`config.mk`:
```
export PLATFORM = sky130hd
export DESIGN_NAME = spi_mmr_ctrl
export DESIGN_NICKNAME = d
export VERILOG_FILES = /design/src/rtl/spi_mmr_pkg.sv /design/src/rtl/spi_clkgen.sv /design/src/rtl/spi_master_seq.sv /design/src/rtl/spi_slave_front.sv /design/src/rtl/spi_shifter.sv /design/src/rtl/spi_mmr_ctrl.sv
export SDC_FILE = /design/constraint.sdc
export NUM_CORES = 1
export LEC_CHECK = 0
export CAP_MARGIN = 15
export CORE_MARGIN = 1.5
export CORE_UTILIZATION = 55
export DETAILED_ROUTE_END_ITERATION = 8
export PLACE_DENSITY = 0.85
export RECOVER_POWER = 100
export SYNTH_ARGS = -nofsm -noshare
export SYNTH_HDL_FRONTEND = slang
export SYNTH_SLANG_ARGS = --single-unit
```
`constraint.sdc`:
```
create_clock -name clk -period 2.75 [get_ports clk]
set_input_delay 0.4125 -clock clk [delete_from_list [all_inputs] [get_ports clk]]
set_output_delay 0.4125 -clock clk [all_outputs]
set_load 0.02 [all_outputs]
```
`src/rtl/spi_mmr_pkg.sv`:
```
package spi_mmr_pkg;

    localparam int FRAME_BITS = 8;
    localparam int DIVISOR_W  = 6;
    localparam int OFFSET_W   = 5;
    localparam int SYNC_DEPTH = 2;

    localparam logic [OFFSET_W-1:0] OFS_STAT = 5'h00;
    localparam logic [OFFSET_W-1:0] OFS_RX   = 5'h04;
    localparam logic [OFFSET_W-1:0] OFS_TX   = 5'h08;
    localparam logic [OFFSET_W-1:0] OFS_DIV  = 5'h0C;
    localparam logic [OFFSET_W-1:0] OFS_CTRL = 5'h10;

    typedef enum logic [1:0] {
        SEQ_IDLE,
        SEQ_RUN,
        SEQ_TAIL
    } seq_state_t;

    typedef struct packed {
        logic [4:0] spare;
        logic       cpha;
        logic       cpol;
        logic       master;
    } ctrl_t;

    typedef struct packed {
        logic [4:0] zero;
        logic       overrun;
        logic       rx_full;
        logic       busy;
    } stat_t;

    // Leading edge is the transition away from the idle level CPOL.
    function automatic logic pick_lead(input logic cpol, input logic rise, input logic fall);
        return cpol ? fall : rise;
    endfunction

    function automatic logic pick_trail(input logic cpol, input logic rise, input logic fall);
        return cpol ? rise : fall;
    endfunction

endpackage

```
`src/rtl/spi_clkgen.sv`:
```
module spi_clkgen #(
    parameter int DIV_W = spi_mmr_pkg::DIVISOR_W
) (
    input  logic             clk,
    input  logic             rst,
    input  logic             run_i,
    input  logic [DIV_W-1:0] div_i,
    output logic             tick_o
);

    logic [DIV_W-1:0] cnt_q;

    always_ff @(posedge clk) begin
        if (rst) begin
            cnt_q  <= '0;
            tick_o <= 1'b0;
        end else if (!run_i) begin
            cnt_q  <= '0;
            tick_o <= 1'b0;
        end else if (cnt_q == div_i) begin
            cnt_q  <= '0;
            tick_o <= 1'b1;
        end else begin
            cnt_q  <= cnt_q + 1'b1;
            tick_o <= 1'b0;
        end
    end


    tick_spacing_chk: assert property (@(posedge clk) disable iff (rst)
        (tick_o && div_i != '0) |=> !tick_o);

endmodule

```
`src/rtl/spi_master_seq.sv`:
```
module spi_master_seq
    import spi_mmr_pkg::*;
#(
    parameter int FRAME_W = FRAME_BITS
) (
    input  logic clk,
    input  logic rst,
    input  logic start_i,
    input  logic tick_i,
    input  logic cpol_i,
    output logic run_o,
    output logic sclk_o,
    output logic ssn_o,
    output logic lead_o,
    output logic trail_o
);

    localparam int EDGES = 2 * FRAME_W;
    localparam int HC_W  = $clog2(EDGES);

    seq_state_t      st_q;
    logic [HC_W-1:0] hc_q;
    logic            ph_q;
    logic            ssn_q;

    always_ff @(posedge clk) begin
        if (rst) begin
            st_q  <= SEQ_IDLE;
            hc_q  <= '0;
            ph_q  <= 1'b0;
            ssn_q <= 1'b1;
        end else begin
            unique case (st_q)
                SEQ_IDLE: begin
                    if (start_i) begin
                        st_q  <= SEQ_RUN;
                        hc_q  <= '0;
                        ph_q  <= 1'b0;
                        ssn_q <= 1'b0;
                    end
                end
                SEQ_RUN: begin
                    if (tick_i) begin
                        ph_q <= ~ph_q;
                        hc_q <= hc_q + 1'b1;
                        if (hc_q == HC_W'(EDGES - 1)) begin
                            st_q <= SEQ_TAIL;
                        end
                    end
                end
                SEQ_TAIL: begin
                    if (tick_i) begin
                        st_q  <= SEQ_IDLE;
                        ssn_q <= 1'b1;
                    end
                end
                default: st_q <= SEQ_IDLE;
            endcase
        end
    end

    assign run_o   = (st_q != SEQ_IDLE);
    assign lead_o  = tick_i && (st_q == SEQ_RUN) && !hc_q[0];
    assign trail_o = tick_i && (st_q == SEQ_RUN) && hc_q[0];
    assign sclk_o  = cpol_i ^ ph_q;
    assign ssn_o   = ssn_q;


    sclk_framed_chk: assert property (@(posedge clk) disable iff (rst)
        !$stable(ph_q) |-> !ssn_q);


    idle_released_chk: assert property (@(posedge clk) disable iff (rst)
        (st_q == SEQ_IDLE && !start_i) |=> ssn_q);

endmodule

```
`src/rtl/spi_slave_front.sv`:
```
module spi_slave_front #(
    parameter int SYNC_N = spi_mmr_pkg::SYNC_DEPTH
) (
    input  logic clk,
    input  logic rst,
    input  logic sclk_i,
    input  logic ssn_i,
    input  logic mosi_i,
    output logic sclk_rise_o,
    output logic sclk_fall_o,
    output logic ssn_o,
    output logic ssn_fall_o,
    output logic mosi_o
);

    logic [SYNC_N-1:0] sck_sy;
    logic [SYNC_N-1:0] ss_sy;
    logic [SYNC_N-1:0] mo_sy;
    logic              sck_d;
    logic              ss_d;

    generate
        if (SYNC_N == 1) begin : g_one
            always_ff @(posedge clk) begin
                if (rst) begin
                    sck_sy <= '0;
                    ss_sy  <= '1;
                    mo_sy  <= '0;
                end else begin
                    sck_sy <= sclk_i;
                    ss_sy  <= ssn_i;
                    mo_sy  <= mosi_i;
                end
            end
        end else begin : g_many
            always_ff @(posedge clk) begin
                if (rst) begin
                    sck_sy <= '0;
                    ss_sy  <= '1;
                    mo_sy  <= '0;
                end else begin
                    sck_sy <= {sck_sy[SYNC_N-2:0], sclk_i};
                    ss_sy  <= {ss_sy[SYNC_N-2:0], ssn_i};
                    mo_sy  <= {mo_sy[SYNC_N-2:0], mosi_i};
                end
            end
        end
    endgenerate

    always_ff @(posedge clk) begin
        if (rst) begin
            sck_d <= 1'b0;
            ss_d  <= 1'b1;
        end else begin
            sck_d <= sck_sy[SYNC_N-1];
            ss_d  <= ss_sy[SYNC_N-1];
        end
    end

    assign sclk_rise_o = sck_sy[SYNC_N-1] & ~sck_d;
    assign sclk_fall_o = ~sck_sy[SYNC_N-1] & sck_d;
    assign ssn_o       = ss_sy[SYNC_N-1];
    assign ssn_fall_o  = ~ss_sy[SYNC_N-1] & ss_d;
    assign mosi_o      = mo_sy[SYNC_N-1];

endmodule

```
`src/rtl/spi_shifter.sv`:
```
module spi_shifter #(
    parameter int W = spi_mmr_pkg::FRAME_BITS
) (
    input  logic         clk,
    input  logic         rst,
    input  logic         start_i,
    input  logic         clear_i,
    input  logic [W-1:0] tx_i,
    input  logic         cpha_i,
    input  logic         lead_i,
    input  logic         trail_i,
    input  logic         sdi_i,
    output logic         sdo_o,
    output logic         done_o,
    output logic [W-1:0] rx_o
);

    localparam int CNT_W = $clog2(W);

    logic [W-1:0]     sh_q;
    logic [W-2:0]     rxs_q;
    logic [CNT_W-1:0] cnt_q;
    logic             samp;
    logic             launch;

    assign samp   = cpha_i ? trail_i : lead_i;
    assign launch = cpha_i ? lead_i  : trail_i;

    always_ff @(posedge clk) begin
        if (rst) begin
            sh_q   <= '0;
            rxs_q  <= '0;
            cnt_q  <= '0;
            sdo_o  <= 1'b0;
            done_o <= 1'b0;
            rx_o   <= '0;
        end else begin
            done_o <= 1'b0;
            if (start_i) begin
                cnt_q <= '0;
                if (!cpha_i) begin
                    sdo_o <= tx_i[W-1];
                    sh_q  <= tx_i << 1;
                end else begin
                    sh_q  <= tx_i;
                end
            end else if (clear_i) begin
                cnt_q <= '0;
            end else begin
                if (samp) begin
                    rxs_q <= {rxs_q[W-3:0], sdi_i};
                    if (cnt_q == CNT_W'(W - 1)) begin
                        cnt_q  <= '0;
                        done_o <= 1'b1;
                        rx_o   <= {rxs_q, sdi_i};
                        sh_q   <= tx_i;
                    end else begin
                        cnt_q <= cnt_q + 1'b1;
                    end
                end
                if (launch) begin
                    sdo_o <= sh_q[W-1];
                    sh_q  <= sh_q << 1;
                end
            end
        end
    end


    done_single_chk: assert property (@(posedge clk) disable iff (rst)
        done_o |=> !done_o);


    edge_exclusive_chk: assert property (@(posedge clk) disable iff (rst)
        !(lead_i && trail_i));

endmodule

```
`src/rtl/spi_mmr_ctrl.sv`:
```
module spi_mmr_ctrl
    import spi_mmr_pkg::*;
#(
    parameter int FRAME_W = FRAME_BITS,
    parameter int DIV_W   = DIVISOR_W,
    parameter int ADDR_W  = OFFSET_W
) (
    input  logic               clk,
    input  logic               rst,
    input  logic               bus_req,
    input  logic               bus_we,
    input  logic [ADDR_W-1:0]  bus_addr,
    input  logic [FRAME_W-1:0] bus_wdata,
    output logic [FRAME_W-1:0] bus_rdata,
    output logic               sclk_o,
    input  logic               sclk_i,
    output logic               ssn_o,
    input  logic               ssn_i,
    output logic               mosi_o,
    input  logic               mosi_i,
    output logic               miso_o,
    input  logic               miso_i,
    output logic               miso_oe,
    output logic               mst_oe
);

    ctrl_t              ctrl_q;
    logic [DIV_W-1:0]   div_q;
    logic [FRAME_W-1:0] tx_q;
    logic [FRAME_W-1:0] rx_q;
    logic               rx_full_q;
    logic               ovr_q;

    logic wr, rd, wr_tx, wr_div, wr_ctrl, rd_rx, rd_stat;
    assign wr      = bus_req && bus_we;
    assign rd      = bus_req && !bus_we;
    assign wr_tx   = wr && (bus_addr == ADDR_W'(OFS_TX));
    assign wr_div  = wr && (bus_addr == ADDR_W'(OFS_DIV));
    assign wr_ctrl = wr && (bus_addr == ADDR_W'(OFS_CTRL));
    assign rd_rx   = rd && (bus_addr == ADDR_W'(OFS_RX));
    assign rd_stat = rd && (bus_addr == ADDR_W'(OFS_STAT));

    logic m_run, m_tick, m_lead, m_trail, m_sclk, m_ssn, m_start;
    logic s_rise, s_fall, s_ssn, s_ssn_fall, s_mosi, s_lead, s_trail;
    logic e_start, e_clear, e_lead, e_trail, e_sdi, e_sdo, e_done;
    logic [FRAME_W-1:0] e_rx;
    logic [FRAME_W-1:0] tx_load;

    assign m_start = wr_tx && ctrl_q.master && !m_run;
    assign tx_load = wr_tx ? bus_wdata : tx_q;

    spi_clkgen #(.DIV_W(DIV_W)) clkgen_i (
        .clk    (clk),
        .rst    (rst),
        .run_i  (m_run),
        .div_i  (div_q),
        .tick_o (m_tick)
    );

    spi_master_seq #(.FRAME_W(FRAME_W)) seq_i (
        .clk     (clk),
        .rst     (rst),
        .start_i (m_start),
        .tick_i  (m_tick),
        .cpol_i  (ctrl_q.cpol),
        .run_o   (m_run),
        .sclk_o  (m_sclk),
        .ssn_o   (m_ssn),
        .lead_o  (m_lead),
        .trail_o (m_trail)
    );

    spi_slave_front #(.SYNC_N(SYNC_DEPTH)) front_i (
        .clk         (clk),
        .rst         (rst),
        .sclk_i      (sclk_i),
        .ssn_i       (ssn_i),
        .mosi_i      (mosi_i),
        .sclk_rise_o (s_rise),
        .sclk_fall_o (s_fall),
        .ssn_o       (s_ssn),
        .ssn_fall_o  (s_ssn_fall),
        .mosi_o      (s_mosi)
    );

    assign s_lead  = pick_lead(ctrl_q.cpol, s_rise, s_fall) && !s_ssn;
    assign s_trail = pick_trail(ctrl_q.cpol, s_rise, s_fall) && !s_ssn;

    assign e_start = ctrl_q.master ? m_start : s_ssn_fall;
    assign e_clear = ctrl_q.master ? 1'b0    : s_ssn;
    assign e_lead  = ctrl_q.master ? m_lead  : s_lead;
    assign e_trail = ctrl_q.master ? m_trail : s_trail;
    assign e_sdi   = ctrl_q.master ? miso_i  : s_mosi;

    spi_shifter #(.W(FRAME_W)) shifter_i (
        .clk     (clk),
        .rst     (rst),
        .start_i (e_start),
        .clear_i (e_clear),
        .tx_i    (tx_load),
        .cpha_i  (ctrl_q.cpha),
        .lead_i  (e_lead),
        .trail_i (e_trail),
        .sdi_i   (e_sdi),
        .sdo_o   (e_sdo),
        .done_o  (e_done),
        .rx_o    (e_rx)
    );

    always_ff @(posedge clk) begin
        if (rst) begin
            ctrl_q <= '0;
            div_q  <= '0;
            tx_q   <= '0;
        end else begin
            if (wr_ctrl) ctrl_q <= ctrl_t'(bus_wdata);
            if (wr_div)  div_q  <= bus_wdata[DIV_W-1:0];
            if (wr_tx)   tx_q   <= bus_wdata;
        end
    end

    always_ff @(posedge clk) begin
        if (rst) begin
            rx_q      <= '0;
            rx_full_q <= 1'b0;
            ovr_q     <= 1'b0;
        end else begin
            if (e_done) begin
                rx_q      <= e_rx;
                rx_full_q <= 1'b1;
                if (rx_full_q && !rd_rx) begin
                    ovr_q <= 1'b1;
                end else if (rd_stat) begin
                    ovr_q <= 1'b0;
                end
            end else begin
                if (rd_rx)   rx_full_q <= 1'b0;
                if (rd_stat) ovr_q     <= 1'b0;
            end
        end
    end

    stat_t stat_w;
    assign stat_w = '{zero: '0, overrun: ovr_q, rx_full: rx_full_q, busy: m_run};

    always_ff @(posedge clk) begin
        if (rst) begin
            bus_rdata <= '0;
        end else if (rd) begin
            unique case (bus_addr)
                ADDR_W'(OFS_STAT): bus_rdata <= FRAME_W'(stat_w);
                ADDR_W'(OFS_RX):   bus_rdata <= rx_q;
                ADDR_W'(OFS_DIV):  bus_rdata <= FRAME_W'(div_q);
                ADDR_W'(OFS_CTRL): bus_rdata <= FRAME_W'(ctrl_q);
                default:           bus_rdata <= '0;
            endcase
        end
    end

    assign sclk_o  = m_sclk;
    assign ssn_o   = m_ssn;
    assign mosi_o  = e_sdo;
    assign miso_o  = e_sdo;
    assign mst_oe  = ctrl_q.master;
    assign miso_oe = !ctrl_q.master && !s_ssn;


    rx_full_clear_chk: assert property (@(posedge clk) disable iff (rst)
        $fell(rx_full_q) |-> $past(rd_rx));


    miso_drive_chk: assert property (@(posedge clk) disable iff (rst)
        miso_oe |-> (ssn_o && !m_run));

endmodule

```
==> results.sh <==
export IMPL_clockBufferDepth=2
export IMPL_synth_compound_area_share_pct=13.6
export IMPL_io_pin_count=35
export IMPL_hold_path_class="reg2reg"
export IMPL_ys_flop_type="dfxtp_1"
export IMPL_syn_to_final_growth_pct=15.8
export IMPL_ys_types=65
export IMPL_finalSetupViolations=0
export IMPL_route_vias_total=3082
export IMPL_ir_drop_mv=0.332
export IMPL_die_y_um=88.2
export IMPL_synth_warnings=0
export IMPL_worstMarginPinSlew_ps=1220
export IMPL_wl_um=8320
export IMPL_async_reset_ff_share_pct=0
export IMPL_cts_root_buffer="clkbuf_8"
export IMPL_cts_clk_slew_worst_paths_ps=90
export IMPL_grt_overflow=0
export IMPL_cp_data_arrival_time_ps=2810
export IMPL_cp_start_kind="primary input"
export IMPL_yosys_top_cells_count="dfxtp_1, nor2_1, mux2i_1, nand2_1, a21oi_1"
export IMPL_finClkSkew_ps=12.0
export IMPL_cts_tree="built"
export IMPL_seq_area_frac_synth_pct=45.6
export IMPL_n_antenna_cell=0
export IMPL_die_area_um2=7780
export IMPL_max_freq_mhz=396
export IMPL_hpwl_um=6080
export IMPL_rsz0062_at_grt="no"
export IMPL_htree_num_levels=3
export IMPL_crit_path_cell_trace="clkdlybuf4s50_1 -> or3_1 -> buf_4 -> nor2_2 -> mux2i_1 -> a2111o_1 -> a21oi_1"
export IMPL_synth_xor_area_share_pct=3.70
export IMPL_synthMostInstantiatedCell="dfxtp_1"
export IMPL_synth_area_um2=4000
export IMPL_synthCells=409
export IMPL_endpoint_kind="register"
export IMPL_coreArea_um2=6910
export IMPL_drt_iter0_drc=199
export IMPL_drt_pass1_iter_count=5
export IMPL_max_slew_margin_pct=18.7
export IMPL_initial_utilization_pct=57.8
export IMPL_grt_max_degree=49
export IMPL_finalMaxSlewViolations=0
export IMPL_post_route_min_period_ps=2520
export IMPL_cp_max_fo=10
export IMPL_postRouteAntennaNets=0
export IMPL_synth_seq_cells=91
export IMPL_syn_avg_cell_area_um2=9.77
export IMPL_gp_congestion=0.843
export IMPL_synth_area_mux_share_pct=12.9
export IMPL_synth_nets=434
export IMPL_yosys_area_share_simple_pct=20.0
export IMPL_fin_cells=549
export IMPL_cts_sinks=91
export IMPL_synth_largest_area_cell="dfxtp_1"
export IMPL_wl_per_cell_um=15.2
export IMPL_final_layout_size_suffix_gt1_share_pct=12.1
export IMPL_drc_errors=0
export IMPL_cellPowerDensity_nw_per_um2=504
export IMPL_synth_top_family_by_area="simple AND/OR/NAND/NOR gates"
export IMPL_grtUsageTotal_pct=23.3
export IMPL_die_w_um=88.2
export IMPL_max_cap_violations=0
export IMPL_fin_tns_setup_ps=0
export IMPL_synth_area_leaders="dfxtp_1, mux2i_1, nor2_1, a21oi_1, mux2_2"
export IMPL_fill_cells=556
export IMPL_synth_edf_count=0
export IMPL_antenna_found_initial=0
export IMPL_vias_per_cell=5.61
export IMPL_cts_buffers=9
export IMPL_post_cts_resized=0
export IMPL_place_port_buffers=34
export IMPL_crit_required_ps=3040
export IMPL_post_route_period_util_pct=91.8
export IMPL_grt_pass1_vias=2935
export IMPL_status="completed"
export IMPL_final_hold_violation_count=0
export IMPL_crit_path_top_delay_cell="or3_1"
export IMPL_layout_nets=473
export IMPL_slowest_delay_ps=550
export IMPL_clkLatencyLatePin_ps=370
export IMPL_synth_fa_ha_area_share_pct=1.25
export IMPL_postCtsHoldBufs=0
export IMPL_dpl_cell_count=533
export IMPL_cts_setup_buffers=0
export IMPL_rows=30
export IMPL_crit_type="in2reg"
export IMPL_grt_pass1_wl_um=14000
export IMPL_leakagePower_nw=1.74
export IMPL_synth_top_area_share_pct=45.6
-- path summary, 6_finish.rpt --
check	startpoint	to	slack, ps	cells past startpoint
setup / recovery	bus_addr[4]	shifter_i.sdo_o	230	7
hold / removal	front_i.ss_sy[0]	front_i.ss_sy[1]	420	1
setup reg to reg	ctrl_q[2]	shifter_i.sh_q[2]	370	5
hold reg to reg	front_i.ss_sy[0]	front_i.ss_sy[1]	420	1
-- routing by layer --
layer  wire [um]  part of all wire [%]  vias to the layer above  GRT usage (%)
li1            -                     -                     1540              -
met1        3910                    47                     1459           31.7
met2        3950                    47                       68           36.8
met3         317                   3.8                       15           4.10
met4         150                   1.8                        0           9.52
met5           0                     0                        -              0
-- per-stage QoR --
step | worst slack (ps) | hold slack (ps) | power (mW) | instance area, um2 | utilization [%]
6_report | 226 | 424 | 2.33 | 4630 | 67.0
3_5_place_dp | 138 | 404 | 1.49 | 4460 | 64.6
5_1_grt | 104 | 440 | 2.41 | 4630 | 67.0
2_1_floorplan | 571 | 389 | 1.43 | 4000 | -
4_1_cts | 394 | 430 | 2.35 | 4650 | 67.4
3_3_place_gp | 177 | 394 | 1.49 | 4460 | 64.6
-- final cells by class --
type / count / area, um2 / share of cell area (%)
multi-input combinational: 292 / 2040 / 44.0
sequential: 91 / 1820 / 39.4
timing repair buffer: 47 / 425 / 9.20
clock buffer: 9 / 124 / 2.68
tap: 96 / 120 / 2.60
clock inverter: 7 / 71.3 / 1.54
inverter: 7 / 26.3 / 0.568
-- sequential cells by signal, indices dropped and copies added, names as in the netlist, 2 cells and up --
name	cells
clkgen_i.cnt_q	6
shifter_i.cnt_q	3
div_q	6
shifter_i.sh_q	8
seq_i.hc_q	4
front_i.sck_sy	2
shifter_i.rxs_q	7
shifter_i.rx_o	8
bus_rdata	8
front_i.mo_sy	2
front_i.ss_sy	2
tx_q	8
rx_q	8
ctrl_q	7
seq_i.st_q	2
-- power by group --
| part | internal [mW] | switching (mW) | leakage [nW] | total [mW] |
|---|---|---|---|---|
| logic | 0.0564 | 0.0668 | 0.913 | 0.123 |
| clock network | 0.353 | 0.520 | 0.0926 | 0.873 |
| registers | 1.33 | 0.00682 | 0.735 | 1.34 |
-- cell usage in the layout (no fill, tap or decap), types with 3 or more instances in the layout --
cell type | netlist | final
a222oi_1 | 5 | 5
mux2i_1 | 39 | 39
a311oi_1 | 6 | 6
inv_1 | 5 | 5
or2_2 | 3 | 3
nand2_1 | 20 | 20
clkbuf_8 | 0 | 9
a22oi_1 | 3 | 3
dlygate4sd3_1 | 0 | 14
nand4_1 | 3 | 3
xnor2_1 | 7 | 7
clkdlybuf4s50_1 | 0 | 19
dfxtp_1 | 91 | 91
nor3_1 | 12 | 12
or3_1 | 3 | 3
nor3_2 | 3 | 3
and2_1 | 7 | 7
nand3_1 | 11 | 11
xor2_1 | 8 | 8
nand2b_1 | 3 | 3
nor2_1 | 66 | 66
o21ai_0 | 2 | 8
nor2b_1 | 7 | 7
ha_1 | 4 | 4
o211ai_1 | 6 | 6
a21oi_1 | 16 | 16
a2bb2oi_1 | 6 | 6
mux2_1 | 1 | 6
buf_4 | 4 | 11
-- cell families after synthesis --
kind of cell / Yosys count
buffers and inverters: 26
flip-flops: 91
adder cells (fa/ha/maj): 4
multiplexers: 49
AND/OR/NAND/NOR: 154
AO/OA/AOI/OAI: 69
XOR/XNOR: 16
-- worst max-delay path: cells and delay by family --
kind / cells / cell delay [ps]
AND/OR/NAND/NOR: 2 / 970
buffers and inverters: 2 / 660
AO/OA/AOI/OAI: 2 / 560
multiplexers: 1 / 200
Power figures use the tool's default switching activity.
